### src/rtl/qpt_pkg.sv
package qpt_pkg;
    localparam int ADDR_W = 3;
    localparam int DATA_W = 32;

    localparam logic [ADDR_W-1:0] A_CTRL  = 3'd0;
    localparam logic [ADDR_W-1:0] A_COUNT = 3'd1;
    localparam logic [ADDR_W-1:0] A_START = 3'd2;
    localparam logic [ADDR_W-1:0] A_LIMIT = 3'd3;
    localparam logic [ADDR_W-1:0] A_MODE  = 3'd4;
    localparam logic [ADDR_W-1:0] A_PROT  = 3'd5;
    localparam logic [ADDR_W-1:0] A_QCTL  = 3'd6;

    localparam int MODE_EN_BIT     = 0;
    localparam int MODE_UNLOCK_BIT = 2;
    localparam int PROT_LOCK_BIT   = 0;
    localparam int QCTL_EN_BIT     = 0;

    typedef enum logic {
        LK_OPEN = 1'b0,
        LK_SHUT = 1'b1
    } lock_state_t;

    // encoding is the sampled {A,B} pair
    typedef enum logic [1:0] {
        QP_00 = 2'b00,
        QP_01 = 2'b01,
        QP_10 = 2'b10,
        QP_11 = 2'b11
    } qphase_t;
endpackage

### src/rtl/qpt_sync.sv
module qpt_sync #(
    parameter int WIDTH  = 2,
    parameter int STAGES = 2
) (
    input  logic             clk,
    input  logic             rst_n,
    input  logic [WIDTH-1:0] din,
    output logic [WIDTH-1:0] dout
);
    logic [WIDTH-1:0] stage_q [STAGES];

    for (genvar g = 0; g < STAGES; g++) begin : g_stage
        if (g == 0) begin : g_first
            always_ff @(posedge clk or negedge rst_n) begin
                if (!rst_n) stage_q[0] <= '0;
                else        stage_q[0] <= din;
            end
        end else begin : g_rest
            always_ff @(posedge clk or negedge rst_n) begin
                if (!rst_n) stage_q[g] <= '0;
                else        stage_q[g] <= stage_q[g-1];
            end
        end
    end

    assign dout = stage_q[STAGES-1];
endmodule

### src/rtl/qpt_prescaler.sv
module qpt_prescaler #(
    parameter int PS_W = 3
) (
    input  logic            clk,
    input  logic            rst_n,
    input  logic            clear,
    input  logic [PS_W-1:0] ps,
    output logic            tick
);
    localparam int DIV_W = (1 << PS_W) - 1;

    logic [DIV_W-1:0] div_q;
    logic [DIV_W:0]   span;
    logic [DIV_W-1:0] mask;

    always_comb begin
        span = '0;
        span[ps] = 1'b1;
        mask = span[DIV_W-1:0] - {{(DIV_W-1){1'b0}}, 1'b1};
        tick = (div_q == mask);
    end

    always_ff @(posedge clk or negedge rst_n) begin
        if (!rst_n)     div_q <= '0;
        else if (clear) div_q <= '0;
        else if (tick)  div_q <= '0;
        else            div_q <= div_q + 1'b1;
    end
endmodule

### src/rtl/qpt_decoder.sv
module qpt_decoder
    import qpt_pkg::*;
(
    input  logic clk,
    input  logic rst_n,
    input  logic tick,
    input  logic a_s,
    input  logic b_s,
    output logic step_up,
    output logic step_dn
);
    qphase_t state_q;
    qphase_t sample;
    logic    up_move;
    logic    dn_move;

    assign sample = qphase_t'({a_s, b_s});

    // state register: follows every sampled pair, legal or not
    always_ff @(posedge clk or negedge rst_n) begin
        if (!rst_n)    state_q <= QP_00;
        else if (tick) state_q <= sample;
    end

    // outputs: classify the transition
    always_comb begin
        up_move = 1'b0;
        dn_move = 1'b0;
        unique case (state_q)
            QP_00: begin
                up_move = (sample == QP_10);
                dn_move = (sample == QP_01);
            end
            QP_10: begin
                up_move = (sample == QP_11);
                dn_move = (sample == QP_00);
            end
            QP_11: begin
                up_move = (sample == QP_01);
                dn_move = (sample == QP_10);
            end
            QP_01: begin
                up_move = (sample == QP_00);
                dn_move = (sample == QP_11);
            end
            default: begin
                up_move = 1'b0;
                dn_move = 1'b0;
            end
        endcase
        step_up = tick & up_move;
        step_dn = tick & dn_move;
    end
endmodule

### src/rtl/qpt_position.sv
module qpt_position #(
    parameter int CNT_W = 16
) (
    input  logic             clk,
    input  logic             rst_n,
    input  logic             run,
    input  logic             up,
    input  logic             dn,
    input  logic             reload,
    input  logic [CNT_W-1:0] start,
    input  logic [CNT_W-1:0] limit,
    output logic [CNT_W-1:0] count
);
    always_ff @(posedge clk or negedge rst_n) begin
        if (!rst_n) begin
            count <= '0;
        end else if (reload) begin
            count <= start;
        end else if (run && up) begin
            count <= (count == limit) ? start : count + 1'b1;
        end else if (run && dn) begin
            count <= (count == start) ? limit : count - 1'b1;
        end
    end
endmodule

### src/rtl/qpt_regs.sv
module qpt_regs
    import qpt_pkg::*;
#(
    parameter int CNT_W = 16,
    parameter int PS_W  = 3
) (
    input  logic              clk,
    input  logic              rst_n,
    input  logic              we,
    input  logic [ADDR_W-1:0] addr,
    input  logic [DATA_W-1:0] wdata,
    output logic [DATA_W-1:0] rdata,
    input  logic [CNT_W-1:0]  count,
    output logic [PS_W-1:0]   ps,
    output logic              ps_wr,
    output logic              cnt_wr,
    output logic              mod_en,
    output logic              qd_en,
    output logic [CNT_W-1:0]  start,
    output logic [CNT_W-1:0]  limit,
    output logic              locked
);
    lock_state_t lk_q, lk_d;
    logic        wr_ok;

    // lock state register
    always_ff @(posedge clk or negedge rst_n) begin
        if (!rst_n) lk_q <= LK_OPEN;
        else        lk_q <= lk_d;
    end

    // lock next state and outputs
    always_comb begin
        lk_d = lk_q;
        unique case (lk_q)
            LK_OPEN: if (we && addr == A_PROT && wdata[PROT_LOCK_BIT]) lk_d = LK_SHUT;
            LK_SHUT: if (we && addr == A_MODE && wdata[MODE_UNLOCK_BIT]) lk_d = LK_OPEN;
            default: lk_d = LK_OPEN;
        endcase
        locked = (lk_q == LK_SHUT);
        wr_ok  = we && (lk_q == LK_OPEN);
        ps_wr  = wr_ok && addr == A_CTRL;
        cnt_wr = we && addr == A_COUNT;
    end

    always_ff @(posedge clk or negedge rst_n) begin
        if (!rst_n) begin
            ps     <= '0;
            mod_en <= 1'b0;
            qd_en  <= 1'b0;
            start  <= '0;
            limit  <= '0;
        end else if (wr_ok) begin
            unique case (addr)
                A_CTRL:  ps     <= wdata[PS_W-1:0];
                A_MODE:  mod_en <= wdata[MODE_EN_BIT];
                A_QCTL:  qd_en  <= wdata[QCTL_EN_BIT];
                A_START: if (mod_en) start <= wdata[CNT_W-1:0];
                A_LIMIT: if (mod_en) limit <= wdata[CNT_W-1:0];
                default: ;
            endcase
        end
    end

    always_comb begin
        rdata = '0;
        unique case (addr)
            A_CTRL:  rdata[PS_W-1:0]        = ps;
            A_COUNT: rdata[CNT_W-1:0]       = count;
            A_START: rdata[CNT_W-1:0]       = start;
            A_LIMIT: rdata[CNT_W-1:0]       = limit;
            A_MODE:  rdata[MODE_EN_BIT]     = mod_en;
            A_PROT:  rdata[PROT_LOCK_BIT]   = locked;
            A_QCTL:  rdata[QCTL_EN_BIT]     = qd_en;
            default: rdata = '0;
        endcase
    end
endmodule

### src/rtl/quad_pos_timer.sv
module quad_pos_timer
    import qpt_pkg::*;
#(
    parameter int CNT_W       = 16,
    parameter int PS_W        = 3,
    parameter int SYNC_STAGES = 2
) (
    input  logic              clk,
    input  logic              rst_n,
    input  logic              bus_we,
    input  logic [ADDR_W-1:0] bus_addr,
    input  logic [DATA_W-1:0] bus_wdata,
    output logic [DATA_W-1:0] bus_rdata,
    input  logic              phase_a,
    input  logic              phase_b
);
    logic [1:0]       phase_s;
    logic             tick;
    logic             step_up;
    logic             step_dn;
    logic [PS_W-1:0]  ps;
    logic             ps_wr;
    logic             cnt_wr;
    logic             mod_en;
    logic             qd_en;
    logic             run;
    logic             locked;
    logic [CNT_W-1:0] start;
    logic [CNT_W-1:0] limit;
    logic [CNT_W-1:0] count;

    assign run = mod_en & qd_en;

    qpt_sync #(.WIDTH(2), .STAGES(SYNC_STAGES)) u_sync (
        .clk  (clk),
        .rst_n(rst_n),
        .din  ({phase_a, phase_b}),
        .dout (phase_s)
    );

    qpt_prescaler #(.PS_W(PS_W)) u_presc (
        .clk  (clk),
        .rst_n(rst_n),
        .clear(ps_wr),
        .ps   (ps),
        .tick (tick)
    );

    qpt_decoder u_dec (
        .clk    (clk),
        .rst_n  (rst_n),
        .tick   (tick),
        .a_s    (phase_s[1]),
        .b_s    (phase_s[0]),
        .step_up(step_up),
        .step_dn(step_dn)
    );

    qpt_position #(.CNT_W(CNT_W)) u_pos (
        .clk   (clk),
        .rst_n (rst_n),
        .run   (run),
        .up    (step_up),
        .dn    (step_dn),
        .reload(cnt_wr),
        .start (start),
        .limit (limit),
        .count (count)
    );

    qpt_regs #(.CNT_W(CNT_W), .PS_W(PS_W)) u_regs (
        .clk   (clk),
        .rst_n (rst_n),
        .we    (bus_we),
        .addr  (bus_addr),
        .wdata (bus_wdata),
        .rdata (bus_rdata),
        .count (count),
        .ps    (ps),
        .ps_wr (ps_wr),
        .cnt_wr(cnt_wr),
        .mod_en(mod_en),
        .qd_en (qd_en),
        .start (start),
        .limit (limit),
        .locked(locked)
    );
endmodule

### config.mk
export PLATFORM = sky130hd
export DESIGN_NAME = quad_pos_timer
export DESIGN_NICKNAME = d
export VERILOG_FILES = /design/src/rtl/qpt_pkg.sv /design/src/rtl/qpt_sync.sv /design/src/rtl/qpt_prescaler.sv /design/src/rtl/qpt_decoder.sv /design/src/rtl/qpt_position.sv /design/src/rtl/qpt_regs.sv /design/src/rtl/quad_pos_timer.sv
export SDC_FILE = /design/constraint.sdc
export NUM_CORES = 1
export LEC_CHECK = 0
export BUFFER_PORTS_ARGS = -buffer_cell sky130_fd_sc_hd__buf_2
export CELL_PAD_IN_SITES_DETAIL_PLACEMENT = 1
export CELL_PAD_IN_SITES_GLOBAL_PLACEMENT = 1
export CORE_AREA = 2 2 131 133
export CTS_CLUSTER_DIAMETER = 50
export DETAILED_ROUTE_END_ITERATION = 8
export DIE_AREA = 0 0 133 135
export GPL_TIMING_DRIVEN = 0
export HOLD_SLACK_MARGIN = 0.12
export PLACE_DENSITY = 0.6
export SLEW_MARGIN = 20
export SYNTH_ARGS = -nofsm -noshare
export SYNTH_HDL_FRONTEND = slang
export SYNTH_SLANG_ARGS = --single-unit
### constraint.sdc
create_clock -name clk -period 2.45 [get_ports clk]
set_clock_uncertainty 0.1 [all_clocks]
set_input_delay 0.245 -clock clk [delete_from_list [all_inputs] [get_ports clk]]
set_output_delay 0.245 -clock clk [all_outputs]
set_load 0.01 [all_outputs]
Word-level counts from Yosys, hierarchy flattened
Cells that the tools add are included.
{"block": "classes", "addsub": 4, "order_cmp": 2, "eq_ne": 15, "muxes": 17, "bitwise": 4, "n_reduce_logical": 19}
{"op": "$mux W16", "n": 5}
{"op": "$pmux W13 S3", "n": 1}
{"op": "$eq A16 B16 Y1", "n": 2}
{"op": "$add A16 B1 Y16 const B", "n": 1}
{"op": "$sub A16 B1 Y16 const B", "n": 1}
{"op": "$mux W7", "n": 2}
{"op": "$logic_and A1 B1 Y1", "n": 10}
{"op": "$eq A3 B3 Y1 const B", "n": 3}
{"op": "$eq A2 B2 Y1 const B", "n": 4}
{"op": "$pmux W1 S4", "n": 2}
{"op": "$pmux W2 S4", "n": 1}
{"op": "$add A7 B1 Y7 const B", "n": 1}
{"op": "$eq A7 B7 Y1", "n": 1}
{"op": "$pmux W1 S7", "n": 1}
{"op": "$sub A7 B1 Y7 const B", "n": 1}
{"op": "$eq A3 B2 Y1 const B", "n": 2}
{"op": "$reduce_and A2 Y1", "n": 3}
{"op": "$reduce_and A3 Y1", "n": 2}
{"op": "$eq A2 B1 Y1 const B", "n": 2}
{"op": "$logic_not A2 Y1", "n": 2}
{"op": "$lt A3 B4 Y1 const B", "n": 1}
{"op": "$and A1 B1 Y1", "n": 3}
{"op": "$demux W1 S3", "n": 1}
{"op": "$eq A3 B1 Y1 const B", "n": 1}
{"op": "other kinds (6)", "n": 8}
{"block": "word_totals", "ff_bits": 67}

Longest topological paths before layout
Gate-level depths: netlist of run 1.
{"block": "depth", "ltp_word": 11, "ltp_mapped": 11, "mapped_depth_nobuf": 9}

Cells and area by module
A second synthesis of run 1 with hierarchy kept.
{"block": "hier_totals", "cells_unflattened": 512, "area_unflattened_um2": 5037.3}
{"module": "qpt_regs", "instances": 1, "cells_each": 167, "area_each_um2": 2093.3, "seq_area_each_um2": 950.9}
{"module": "qpt_position", "instances": 1, "cells_each": 254, "area_each_um2": 2030.7, "seq_area_each_um2": 400.4}
{"module": "qpt_prescaler", "instances": 1, "cells_each": 76, "area_each_um2": 686.9, "seq_area_each_um2": 175.2}
{"module": "qpt_sync", "instances": 1, "cells_each": 6, "area_each_um2": 115.1, "seq_area_each_um2": 100.1}
{"module": "qpt_decoder", "instances": 1, "cells_each": 8, "area_each_um2": 105.1, "seq_area_each_um2": 50.0}
{"module": "quad_pos_timer", "instances": 1, "cells_each": 1, "area_each_um2": 6.3, "seq_area_each_um2": 0.0}

Worst setup path before layout of run 1
No wires, ideal clock.
{"block": "synth_timing", "kind": "reg-to-reg", "startpoint": "register u_pos.count[0]", "endpoint": "register u_pos.count[8]", "setup_ps": 83, "t_arrival_ps": 2436, "path_slack_ps": -168, "stages_incl_launch_ff": 12, "n_path_buf": 2, "synth_period_minus_slack_ps": 2618, "cell_sequence": "dfrtp_1 clkbuf_1 inv_1 ha_1 or4b_2 clkbuf_1 nor4_1 xor2_1 mux2i_1 a211oi_1 nor3_1 o22ai_1"}
{"block": "synth_between", "elab_chain_len": 5, "word_cells_on_any_way": 9}
{"element": "start, declared", "line_no": "qpt_position.sv:12", "source": "output logic [CNT_W-1:0] count"}
{"element": "start signal, assigned", "line_no": "qpt_position.sv:18", "source": "count <= start;"}
{"element": "start signal, assigned", "line_no": "qpt_position.sv:20", "source": "count <= (count == limit) ? start : count + 1'b1;"}
{"element": "start signal, assigned", "line_no": "qpt_position.sv:22", "source": "count <= (count == start) ? limit : count - 1'b1;"}
{"element": "$sub A16 B1 Y16 / $eq A16 B16 Y1 (equally long branches)", "line_no": "qpt_position.sv:22"}
{"element": "$mux W16", "line_no": "qpt_position.sv:22"}
{"element": "$mux W16", "line_no": "qpt_position.sv:21", "source": "end else if (run && dn) begin"}
{"element": "$mux W16 (*)", "line_no": "qpt_position.sv:19", "source": "end else if (run && up) begin"}
{"element": "$mux W16 (*)", "line_no": "qpt_position.sv:17", "source": "end else if (reload) begin"}
Every way passes the cells marked *; elsewhere a longest branch is shown, timed or not. The select of a mux whose other input is x is not followed.
A chain may end at the register's enable or synchronous reset.

Worst setup path in the final report of run 1
{"block": "layout_timing", "startpoint": "register u_regs.ps[2]", "endpoint": "register u_pos.count[9]"}
{"block": "layout_between", "elab_chain_len": 10, "word_cells_on_any_way": 14}
{"element": "start, declared", "line_no": "qpt_regs.sv:14", "source": "output logic [PS_W-1:0] ps,"}
{"element": "start signal, assigned", "line_no": "qpt_regs.sv:55", "source": "A_CTRL: ps <= wdata[PS_W-1:0];"}
{"element": "$lt A3 B4 Y1 (not written as such) / $ge A3 B1 Y1 (equally long branches)", "line_no": "qpt_prescaler.sv:18", "source": "span[ps] = 1'b1;"}
{"element": "$logic_and A1 B1 Y1 (not written as such)", "line_no": "qpt_prescaler.sv:18"}
{"element": "$mux W1 (not written as such)", "line_no": "qpt_prescaler.sv:18"}
{"element": "$demux W1 S3 (*)"}
{"element": "$sub A7 B1 Y7 (*)", "line_no": "qpt_prescaler.sv:19", "source": "mask = span[DIV_W-1:0] - {{(DIV_W-1){1'b0}}, 1'b1};"}
{"element": "$eq A7 B7 Y1 (*)", "line_no": "qpt_prescaler.sv:20", "source": "tick = (div_q == mask);"}
{"element": "$and A1 B1 Y1", "line_no": "qpt_decoder.sv:51", "source": "step_up = tick & up_move;"}
{"element": "$logic_and A1 B1 Y1", "line_no": "qpt_position.sv:19"}
{"element": "$mux W16", "line_no": "qpt_position.sv:19"}
{"element": "$mux W16", "line_no": "qpt_position.sv:17"}
Every way passes the cells marked *; elsewhere a longest branch is shown, timed or not.

==> out/results.txt, run 1 <==
Main combinational cell family by area after synthesis -> simple AND/OR/NAND/NOR gates
Grt ovf -> 0
Layout cells sized above 1 -> 38.0%
Ys Warns -> 0
Root Driver -> clkbuf_16
Commonest non-fill, non-tap cell in the layout -> dfrtp_1
Global-route wire length before repair -> 27400 µm
CP max FO -> 5
Critical path type -> register to register
GP Congestion -> 0.855
GRT Overall Usage -> 20.1%
Sink Count -> 67
Worst skew pair latency -> 0.35 ns
Final Util -> 40.4%
Compound-Gate Fraction of Synth Area -> 12.2%
Setup WS post-layout -> -0.280 ns
Via count -> 4441
CP endpoint kind -> register
Violated checks -> setup timing
Adder-Cell Fraction of Synth Area -> 0.771%
Synth cell types -> 62
Post-synth top area share -> 34.4%
Final HPWL DP -> 12300 µm
Synth Cell Area -> 4870 µm²
Synthesis-stage register bit count -> 67
Layout area overhead -> 36.2%
Worst Hold Class -> primary input to register
Worst-margin pin slew -> 0.809 ns
Clk slew on worst S/H paths -> 0.06 ns
Post-Synth XOR/XNOR Area -> 10.2%
Vias per cell -> 5.12
Die X -> 133 µm
Fmax -> 366 MHz
Status -> finished with violations
Antenna fix cells -> 0
Mean routed wirelength per cell -> 20.2 µm
Async set-reset flop share out of synthesis -> 100%
Worst EP required -> 2.54 ns
Final Hold Vio Count -> 0
CTS tree -> built
Nets -> 687
DIE AREA -> 18000 µm²
I/O Buffers -> 39
Synth area leaders -> dfrtp_1 (34%), mux2_2 (12%), xor2_1 (7.9%)
DR iter-0 viols -> 315
Site Rows -> 47
Post-synth top area cell -> dfrtp_1
Drt total wl -> 17500 µm
FILL cells -> 1876
Register area -> 1680 µm²
Vias in the first global route -> 4803
Initial antenna violation count -> 0
Startpoint types -> register
Arrival time worst endpoint -> 2.82 ns
Simple-gate portion of the synthesized area -> 21.0%
Avg Cell Area, Syn -> 9.17 µm²
Htree depth -> 3
Setup violators final -> 16
Largest net degree at the start of global routing -> 37
IO Pins -> 72
PD cells -> 968 nW/µm²
Worst reg-to-reg setup slack -> -0.28 ns
Starting Density -> 29.7%
Synth Flop Type -> dfrtp_1
Multi-input gate area -> 3260 µm²
Number of flops mapped to enable cells by yosys -> 0
Post-synthesis mux area share -> 14.4%
Mapped Cells -> 531
Hold slack -> 0.168 ns
Seq/Total Area, Yosys -> 34.4%
Commonest non-fill, non-tap cells in the layout -> dfrtp_1 (66), mux2_2 (50), nor2_1 (49)
Remaining routing DRC violations -> 0
Core area -> 16400 µm²
Maximum vdd drop -> 0.525 mV
Min cycle time layout -> 2.73 ns
CTS Buf Count -> 9
RSZ-0062 raised after global routing -> yes
Clk buf depth -> 2
Power Total -> 6.42 mW
Final slew viol count -> 0
Relative slew slack -> 46.0%
Max-Cap Viols -> 0
Drt pass-1 iters -> 5
Period Utilization, post-route -> 111%
Post-DRT Antenna Nets -> 0
Die Ht -> 135 µm
Static leakage -> 2.98 nW
-- sequential cells by signal (all words and copies together), names as in the netlist --
| signal | flops |
|---|---|
| u_regs.start | 16 |
| u_regs.locked | 1 |
| u_regs.limit | 16 |
| u_sync.dout | 2 |
| u_regs.ps | 3 |
| u_pos.count | 16 |
| u_regs.qd_en | 1 |
| u_dec.state_q | 2 |
| u_presc.div_q | 7 |
| u_sync.stage_q | 2 |
| u_regs.mod_en | 1 |
-- worst max-delay path: stages, from the launching register on --
cell and delay, ns:
dfrtp_1 0.40, buf_6 0.14, or4_4 0.52, a2bb2oi_4 0.16
a22o_4 0.28, nor4b_4 0.26, buf_4 0.20, nor2_4 0.08
buf_8 0.16, o21ai_2 0.10, o211ai_1 0.17
-- report_power, final --
group | internal [mW] | switching (mW)
Clock | 0.811 | 0.529
Sequential | 1.49 | 0.698
Combinational | 1.41 | 1.49
-- path summary, 6_finish.rpt --
| check | startpoint | end | depth (start not counted) |
|---|---|---|---|
| hold reg to reg | u_sync.stage_q[2] | u_sync.dout[0] | 0 |
| min in group asynchronous | rst_n | u_regs.ps[0] | 2 |
| setup reg to reg | u_regs.ps[2] | u_pos.count[9] | 10 |
| hold / removal | bus_we | u_regs.locked | 3 |
| max in group asynchronous | rst_n | u_pos.count[14] | 3 |
| setup / recovery | u_regs.ps[2] | u_pos.count[9] | 10 |
-- synthesized netlist by cell type, drive strengths merged (4+ instances only) --
cell type	n
xnor2	13
nor3b	5
buf	26
nand4	8
mux2i	8
nor3	19
inv	4
xor2	44
nand3	16
o21ai	22
clkbuf	34
and3	4
nor4	16
o211ai	6
nor2	50
a31oi	5
nor2b	10
a22oi	15
nand2	35
or4	4
dfrtp	67
a21oi	16
mux2	51
-- metrics by stage --
stage          TNS [ns]  setup WS [ns]  cells  cell area (µm²)
2_1_floorplan    -0.838        -0.0922    546             5000
3_3_place_gp     -12.88         -0.861    805             5470
3_5_place_dp     -12.75         -0.763    806             5500
4_1_cts           -3.58         -0.303    863             6420
5_1_grt           -4.49         -0.352    868             6630
6_report          -3.29         -0.280    868             6630
-- repair_timing --
action,CTS,global route
cloned,1,1
endpoints found under the setup margin,24,22
pin swaps,23,17
resized for setup,67,36
endpoints found under the hold margin,70,0
setup buffers,29,11
hold buffers,19,0
-- layer usage --
metal | vias up | track usage (%) | wire length (µm)
met1 | 2217 | 25.8 | 7660
met4 | 0 | 9.02 | 560
met3 | 28 | 2.21 | 591
met5 | - | 0 | 0
met2 | 103 | 34.1 | 8700
li1 | 2093 | - | -
-- final cells by class --
cell class,instances,share of cell area [%]
repair buffers,99,11.8
plain buffers,48,4.94
well taps,220,4.15
multi-input cells,415,49.2
flip-flops and latches,67,25.3
inverters,4,0.226
clock buffers,11,3.66
clock inverters,4,0.773
-- cell families after synthesis --
group / count (synthesis)
AND/OR/NAND/NOR: 192
multiplexers: 61
XOR/XNOR: 57
AO/OA/AOI/OAI: 86
buffers and inverters: 64
other: 1
flip-flops: 67
adder cells (fa/ha/maj): 3
No activity file was read; power rests on OpenSTA's default activity.
==> run 2, diff against run 1 <==
--- a/config.mk
+++ b/config.mk
@@ -7,2 +7,3 @@
 export LEC_CHECK = 0
+export ABC_AREA = 1
 export BUFFER_PORTS_ARGS = -buffer_cell sky130_fd_sc_hd__buf_2
@@ -10,9 +11,9 @@
 export CELL_PAD_IN_SITES_GLOBAL_PLACEMENT = 1
-export CORE_AREA = 2 2 131 133
+export CORE_AREA = 2 2 136 138
 export CTS_CLUSTER_DIAMETER = 50
 export DETAILED_ROUTE_END_ITERATION = 8
-export DIE_AREA = 0 0 133 135
+export DIE_AREA = 0 0 138 140
 export GPL_TIMING_DRIVEN = 0
 export HOLD_SLACK_MARGIN = 0.12
-export PLACE_DENSITY = 0.6
+export PLACE_DENSITY = 0.64
 export SLEW_MARGIN = 20
==> constraint.sdc (replaced) <==
create_clock -name clk -period 2.45 [get_ports clk]
set_clock_uncertainty 0.1 [all_clocks]
set_input_delay 0.1225 -clock clk [delete_from_list [all_inputs] [get_ports clk]]
set_output_delay 0.1225 -clock clk [all_outputs]
set_load 0.01 [all_outputs]
==> run 2 against run 1 <==
  * The run now ends clean
  * Count of clock-buffer cells in the layout shrank 1
  * Power grew 6.7%
  * Global-route usage grew 0.36 points
  * Worst setup slack gained 0.43 ns
  * Synthesized cell count grew 57%
  * Core utilization shrank 4.3 points
  * Design area shrank 3.3%
  * Sequential power shrank 6%
  * Non-clock buffer count shrank 36
  * Critical path depth grew 3
  * Via count grew 26%
  * Wire length grew 8.5%
==> out/results.txt, run 2 <==
CP endpoint kind -> register
Max-Cap Viols -> 0
Final Util -> 36.1%
Largest registers -> u_pos.count: 16 flops, u_regs.limit: 16 flops, u_regs.start: 16 flops
I/O Buffers -> 39
DR iter-0 viols -> 296
Commonest non-fill, non-tap cell in the layout -> nand2_1
Final instance area -> 6420 µm²
Via count -> 5587
Htree depth -> 3
P_int -> 3.54 mW
CTS Buf Count -> 9
Worst Hold Class -> primary input to register
Vias in the first global route -> 5753
Startpoint types -> register
Multi-input gate area -> 2990 µm²
Mapped Cells -> 832
Worst skew pair latency -> 0.35 ns
Final slew viol count -> 0
Die Ht -> 140 µm
Register area -> 1680 µm²
Psw -> 3.32 mW
Synth Cell Area -> 5270 µm²
Number of flops mapped to enable cells by yosys -> 0
Layout area overhead -> 21.8%
Pre-CTS WS -> 0.0640 ns
Global-route wire length before repair -> 31400 µm
Synth area leaders -> dfrtp_1 (32%), nand2_1 (20%), nand3_1 (7.0%)
Synth Flop Type -> dfrtp_1
Setup violators final -> 0
Avg Cell Area, Syn -> 6.33 µm²
Post-DRT Antenna Nets -> 0
Synthesis-stage register bit count -> 67
Root Driver -> clkbuf_16
Arrival time worst endpoint -> 2.44 ns
Nets -> 968
DIE AREA -> 19300 µm²
Status -> completed
Drt pass-1 iters -> 4
Commonest non-fill, non-tap cells in the layout -> nand2_1 (281), nor2_1 (93), inv_1 (85)
Commonest cells in the netlist -> nand2_1 (281), nor2_1 (95), inv_1 (85)
Sequential power share -> 30.1%
Worst-margin pin slew -> 0.624 ns
Largest net degree at the start of global routing -> 35
Clk buf depth -> 2
Relative slew slack -> 58.1%
Remaining routing DRC violations -> 0
Site Rows -> 49
IO Pins -> 72
Mean routed wirelength per cell -> 16.4 µm
Net Sw Frac -> 48.4%
Power Total -> 6.86 mW
Starting Density -> 29.6%
Cell with the most instances after synthesis -> nand2_1
Setup WS post-layout -> 0.151 ns
Post-synth top area cell -> dfrtp_1
Clk slew on worst S/H paths -> 0.07 ns
Async set-reset flop share out of synthesis -> 100%
Seq/Total Area, Yosys -> 31.8%
Grt ovf -> 0
Min cycle time layout -> 2.30 ns
Placed Instances -> 1116
Period Utilization, post-route -> 93.8%
GRT Overall Usage -> 20.4%
Final HPWL DP -> 14600 µm
Worst EP required -> 2.59 ns
Die X -> 138 µm
Core area -> 17800 µm²
Critical path type -> register to register
CP max FO -> 10
Sink Count -> 67
Drt total wl -> 19000 µm
Clock group share of total power -> 20.2%
Final Hold Vio Count -> 0
CTS tree -> built
Initial antenna violation count -> 0
Fin cells -> 1159
FILL cells -> 2349
Layout cells sized above 1 -> 14.7%
Antenna fix cells -> 0
Fmax -> 435 MHz
Static leakage -> 3.36 nW
Post-synth top area share -> 31.8%
Combinational share of power -> 49.8%
PD cells -> 1070 nW/µm²
Post-Place Cell Area -> 5830 µm²
Vias per cell -> 4.82
Maximum vdd drop -> 0.438 mV
Ys Warns -> 0
GP Congestion -> 0.831
Synth cell types -> 39
run 2: power by group through the flow:
| stage | logic, mW | clock network [mW] | registers [mW] |
|---|---|---|---|
| after floorplan | 2.55 | 0 | 1.88 |
| after global placement | 3.30 | 0 | 2.05 |
| after detailed placement | 3.35 | 0 | 2.06 |
| after CTS | 3.42 | 1.42 | 2.05 |
| after global routing | 3.94 | 1.46 | 2.14 |
| final | 3.41 | 1.38 | 2.06 |
run 2: layout make-up:
type | count | share of cell area, %
Sequential cell | 67 | 26.1
Clock buffer | 10 | 3.57
Multi-Input combinational cell | 628 | 46.5
Clock inverter | 6 | 1.13
Timing Repair Buffer | 67 | 7.49
Tap cell | 229 | 4.47
Buffer | 44 | 4.37
Inverter | 108 | 6.32
run 2: per-stage QoR:
stage	hold slack (ns)	TNS (ns)
2_1_floorplan	-0.273	0
3_3_place_gp	0.131	0
3_5_place_dp	0.0181	0
4_1_cts	0.126	0
5_1_grt	0.185	-0.00117
6_report	0.123	0
run 2: metal layers:
layer	GRT usage [%]	wire, µm	vias up	share of wire, %
met3	3.04	607	12	3.2
li1	-	-	2787	-
met2	34.1	8900	84	47
met1	28.1	9270	2704	49
met4	4.51	211	0	1.1
met5	0	0	-	0
run 2: cell families after synthesis:
kind of cell	after synthesis	share of synthesized area (%)
AO/OA/AOI/OAI	93	10.5
XOR/XNOR	25	4.16
adder cells (fa/ha/maj)	3	0.713
buffers and inverters	152	13.0
flip-flops	67	31.8
other	1	0.0712
AND/OR/NAND/NOR	491	39.7
run 2: final timing paths:
kind,endpoint,startpoint,cells after the start,slack [ns]
worst min-delay path,u_regs.qd_en,bus_addr[1],4,0.12
worst max-delay path,u_pos.count[7],u_pos.count[5],13,0.15
worst min register to register,u_sync.dout[1],u_sync.stage_q[3],0,0.25
min in group asynchronous,u_regs.ps[2],rst_n,2,0.17
max in group asynchronous,u_regs.limit[8],rst_n,3,1.54
worst max register to register,u_pos.count[7],u_pos.count[5],13,0.15
run 2: critical path, cell delays in order, from the launching register on:
cell and delay (ns):
dfrtp_1 0.36, buf_4 0.18, inv_2 0.12, nand2_1 0.07
nand2_1 0.07, nor2_1 0.04, nand2_1 0.15, nor2_8 0.09
a21oi_1 0.46, inv_1 0.11, nand2_2 0.17, nor2_1 0.06
nor2_1 0.14, nor2_1 0.06
run 2: timing repair:
item,CTS,global route
hold buffers,24,0
gates resized for setup,0,7
buffers inserted,0,3
endpoints found under the setup margin,0,16
endpoints found under the hold margin,107,0
==> run 3, diff against run 2 <==
- CORE_AREA: 2 2 136 138 -> 2 2 143 131
- DIE_AREA: 0 0 138 140 -> 0 0 145 133
==> run 3 against run 2 <==
  * First-iteration DRC count down 19%
  * Sequential cell count unchanged
  * Highest routed layer unchanged
  * Worst setup slack worse by 0.071 ns
  * Worst hold slack worse by 0.0013 ns
  * Final cell count up 1.6%
  * Design area up 1.5%
  * Power up 1.6%
==> out/results.txt, run 3 (synthesized netlist as in run 2, its figures left out) <==
Grt ovf -> 0
Drt total wl -> 19300 µm
PD cells -> 1070 nW/µm²
Commonest non-fill, non-tap cells in the layout -> nand2_1 (281), nor2_1 (93), inv_1 (85)
Largest net degree at the start of global routing -> 55
Post-Place Cell Area -> 5860 µm²
Fin cells -> 1177
Starting Density -> 29.4%
Max-Cap Viols -> 0
Remaining routing DRC violations -> 0
Layout cells sized above 1 -> 15.1%
Multi-input gate area -> 2980 µm²
Vias in the first global route -> 5647
I/O Buffers -> 39
GRT Overall Usage -> 20.7%
Worst Hold Depth -> 5
Post-DRT Antenna Nets -> 0
Final instance area -> 6510 µm²
Root Driver -> clkbuf_16
Mean routed wirelength per cell -> 16.4 µm
Maximum vdd drop -> 0.435 mV
Status -> completed
Initial antenna violation count -> 0
Worst-margin pin slew -> 0.658 ns
Vias per cell -> 4.68
Via count -> 5508
FILL cells -> 2322
Core area -> 17900 µm²
Cells on worst reg2reg path -> 13
Antenna fix cells -> 0
Layout area overhead -> 23.6%
Static leakage -> 3.40 nW
Startpoint types -> primary input
Commonest non-fill, non-tap cell in the layout -> nand2_1
Relative slew slack -> 55.8%
Worst skew pair latency -> 0.35 ns
CP endpoint kind -> output port
Site Rows -> 47
IO Pins -> 72
CP max FO -> 10
DR iter-0 viols -> 240
Worst EP required -> 2.23 ns
GP Congestion -> 0.868
Hold slack -> 0.121 ns
Placed Instances -> 1132
CTS Buf Count -> 9
Drt pass-1 iters -> 5
Power Total -> 6.97 mW
Min cycle time layout -> 2.37 ns
Nets -> 970
Arrival time worst endpoint -> 2.15 ns
Global-route wire length before repair -> 31200 µm
Setup violators final -> 0
Die X -> 145 µm
Sink Count -> 67
Clk buf depth -> 2
Fmax -> 422 MHz
Setup TNS -> 0 ns
Htree depth -> 3
Final HPWL DP -> 14700 µm
DIE AREA -> 19300 µm²
RSZ-0062 raised after global routing -> no
Die Ht -> 133 µm
Critical path type -> primary input to output port
Period Utilization, post-route -> 96.7%
Final slew viol count -> 0
Register area -> 1680 µm²
Worst Hold Class -> primary input to register
CTS tree -> built
Clk slew on worst S/H paths -> 0.06 ns
Largest registers -> u_pos.count: 16 flops, u_regs.limit: 16 flops, u_regs.start: 16 flops
Final Hold Vio Count -> 0
run 3: routing by layer:
layer	share of wire, %	track usage [%]	wire length [µm]	vias to the layer above
li1	-	-	-	2792
met1	48	27.6	9300	2617
met2	48	34.8	9190	85
met3	3.4	4.24	663	14
met4	0.81	4.13	156	0
met5	0	0	0	-
run 3: worst paths after layout:
kind	from	end	slack (ns)
max in group asynchronous	rst_n	u_pos.count[5]	0.99
min in group asynchronous	rst_n	u_pos.count[3]	0.21
worst min-delay path	bus_addr[0]	u_regs.locked	0.12
worst max-delay path	bus_addr[1]	bus_rdata[8]	0.08
worst max register to register	u_pos.count[12]	u_pos.count[4]	0.11
worst min register to register	u_sync.stage_q[3]	u_sync.dout[1]	0.25
run 3: critical path, cell delays in order:
cell           delay, ns
buf_2               0.11
dlygate4sd3_1       0.58
nor2_1              0.15
nand2_1             0.30
clkbuf_2            0.33
o221ai_1            0.34
buf_2               0.20
run 3: timing repair:
item                                    in CTS  in global routing
endpoints found under the setup margin       0                 18
hold buffers                                23                  0
setup buffers                                0                  6
gates resized for setup                      0                  9
endpoints found under the hold margin      107                  0
run 3: cell type report:
type                    instances  share of cell area (%)
plain buffers                  44                    4.34
clock buffers                   9                    3.46
clock inverters                 7                    1.59
inverters                     108                    6.26
multi-input cells             628                    45.8
flip-flops and latches         67                    25.7
well taps                     245                    4.71
repair buffers                 69                    8.07
run 3: metrics by stage:
step | setup WS [ns] | utilization (%)
floorplan | 0.595 | -
global placement | 0.104 | 32.5
detailed placement | 0.0933 | 32.6
CTS | 0.0467 | 35.8
global route | 0.0177 | 36.3
finish | 0.0804 | 36.3
run 3: report_power, final:
part | total, mW | internal [mW] | switching [mW]
clock network | 1.49 | 0.910 | 0.580
logic | 3.43 | 1.20 | 2.22
registers | 2.05 | 1.53 | 0.522
total | 6.97 | 3.64 | 3.32
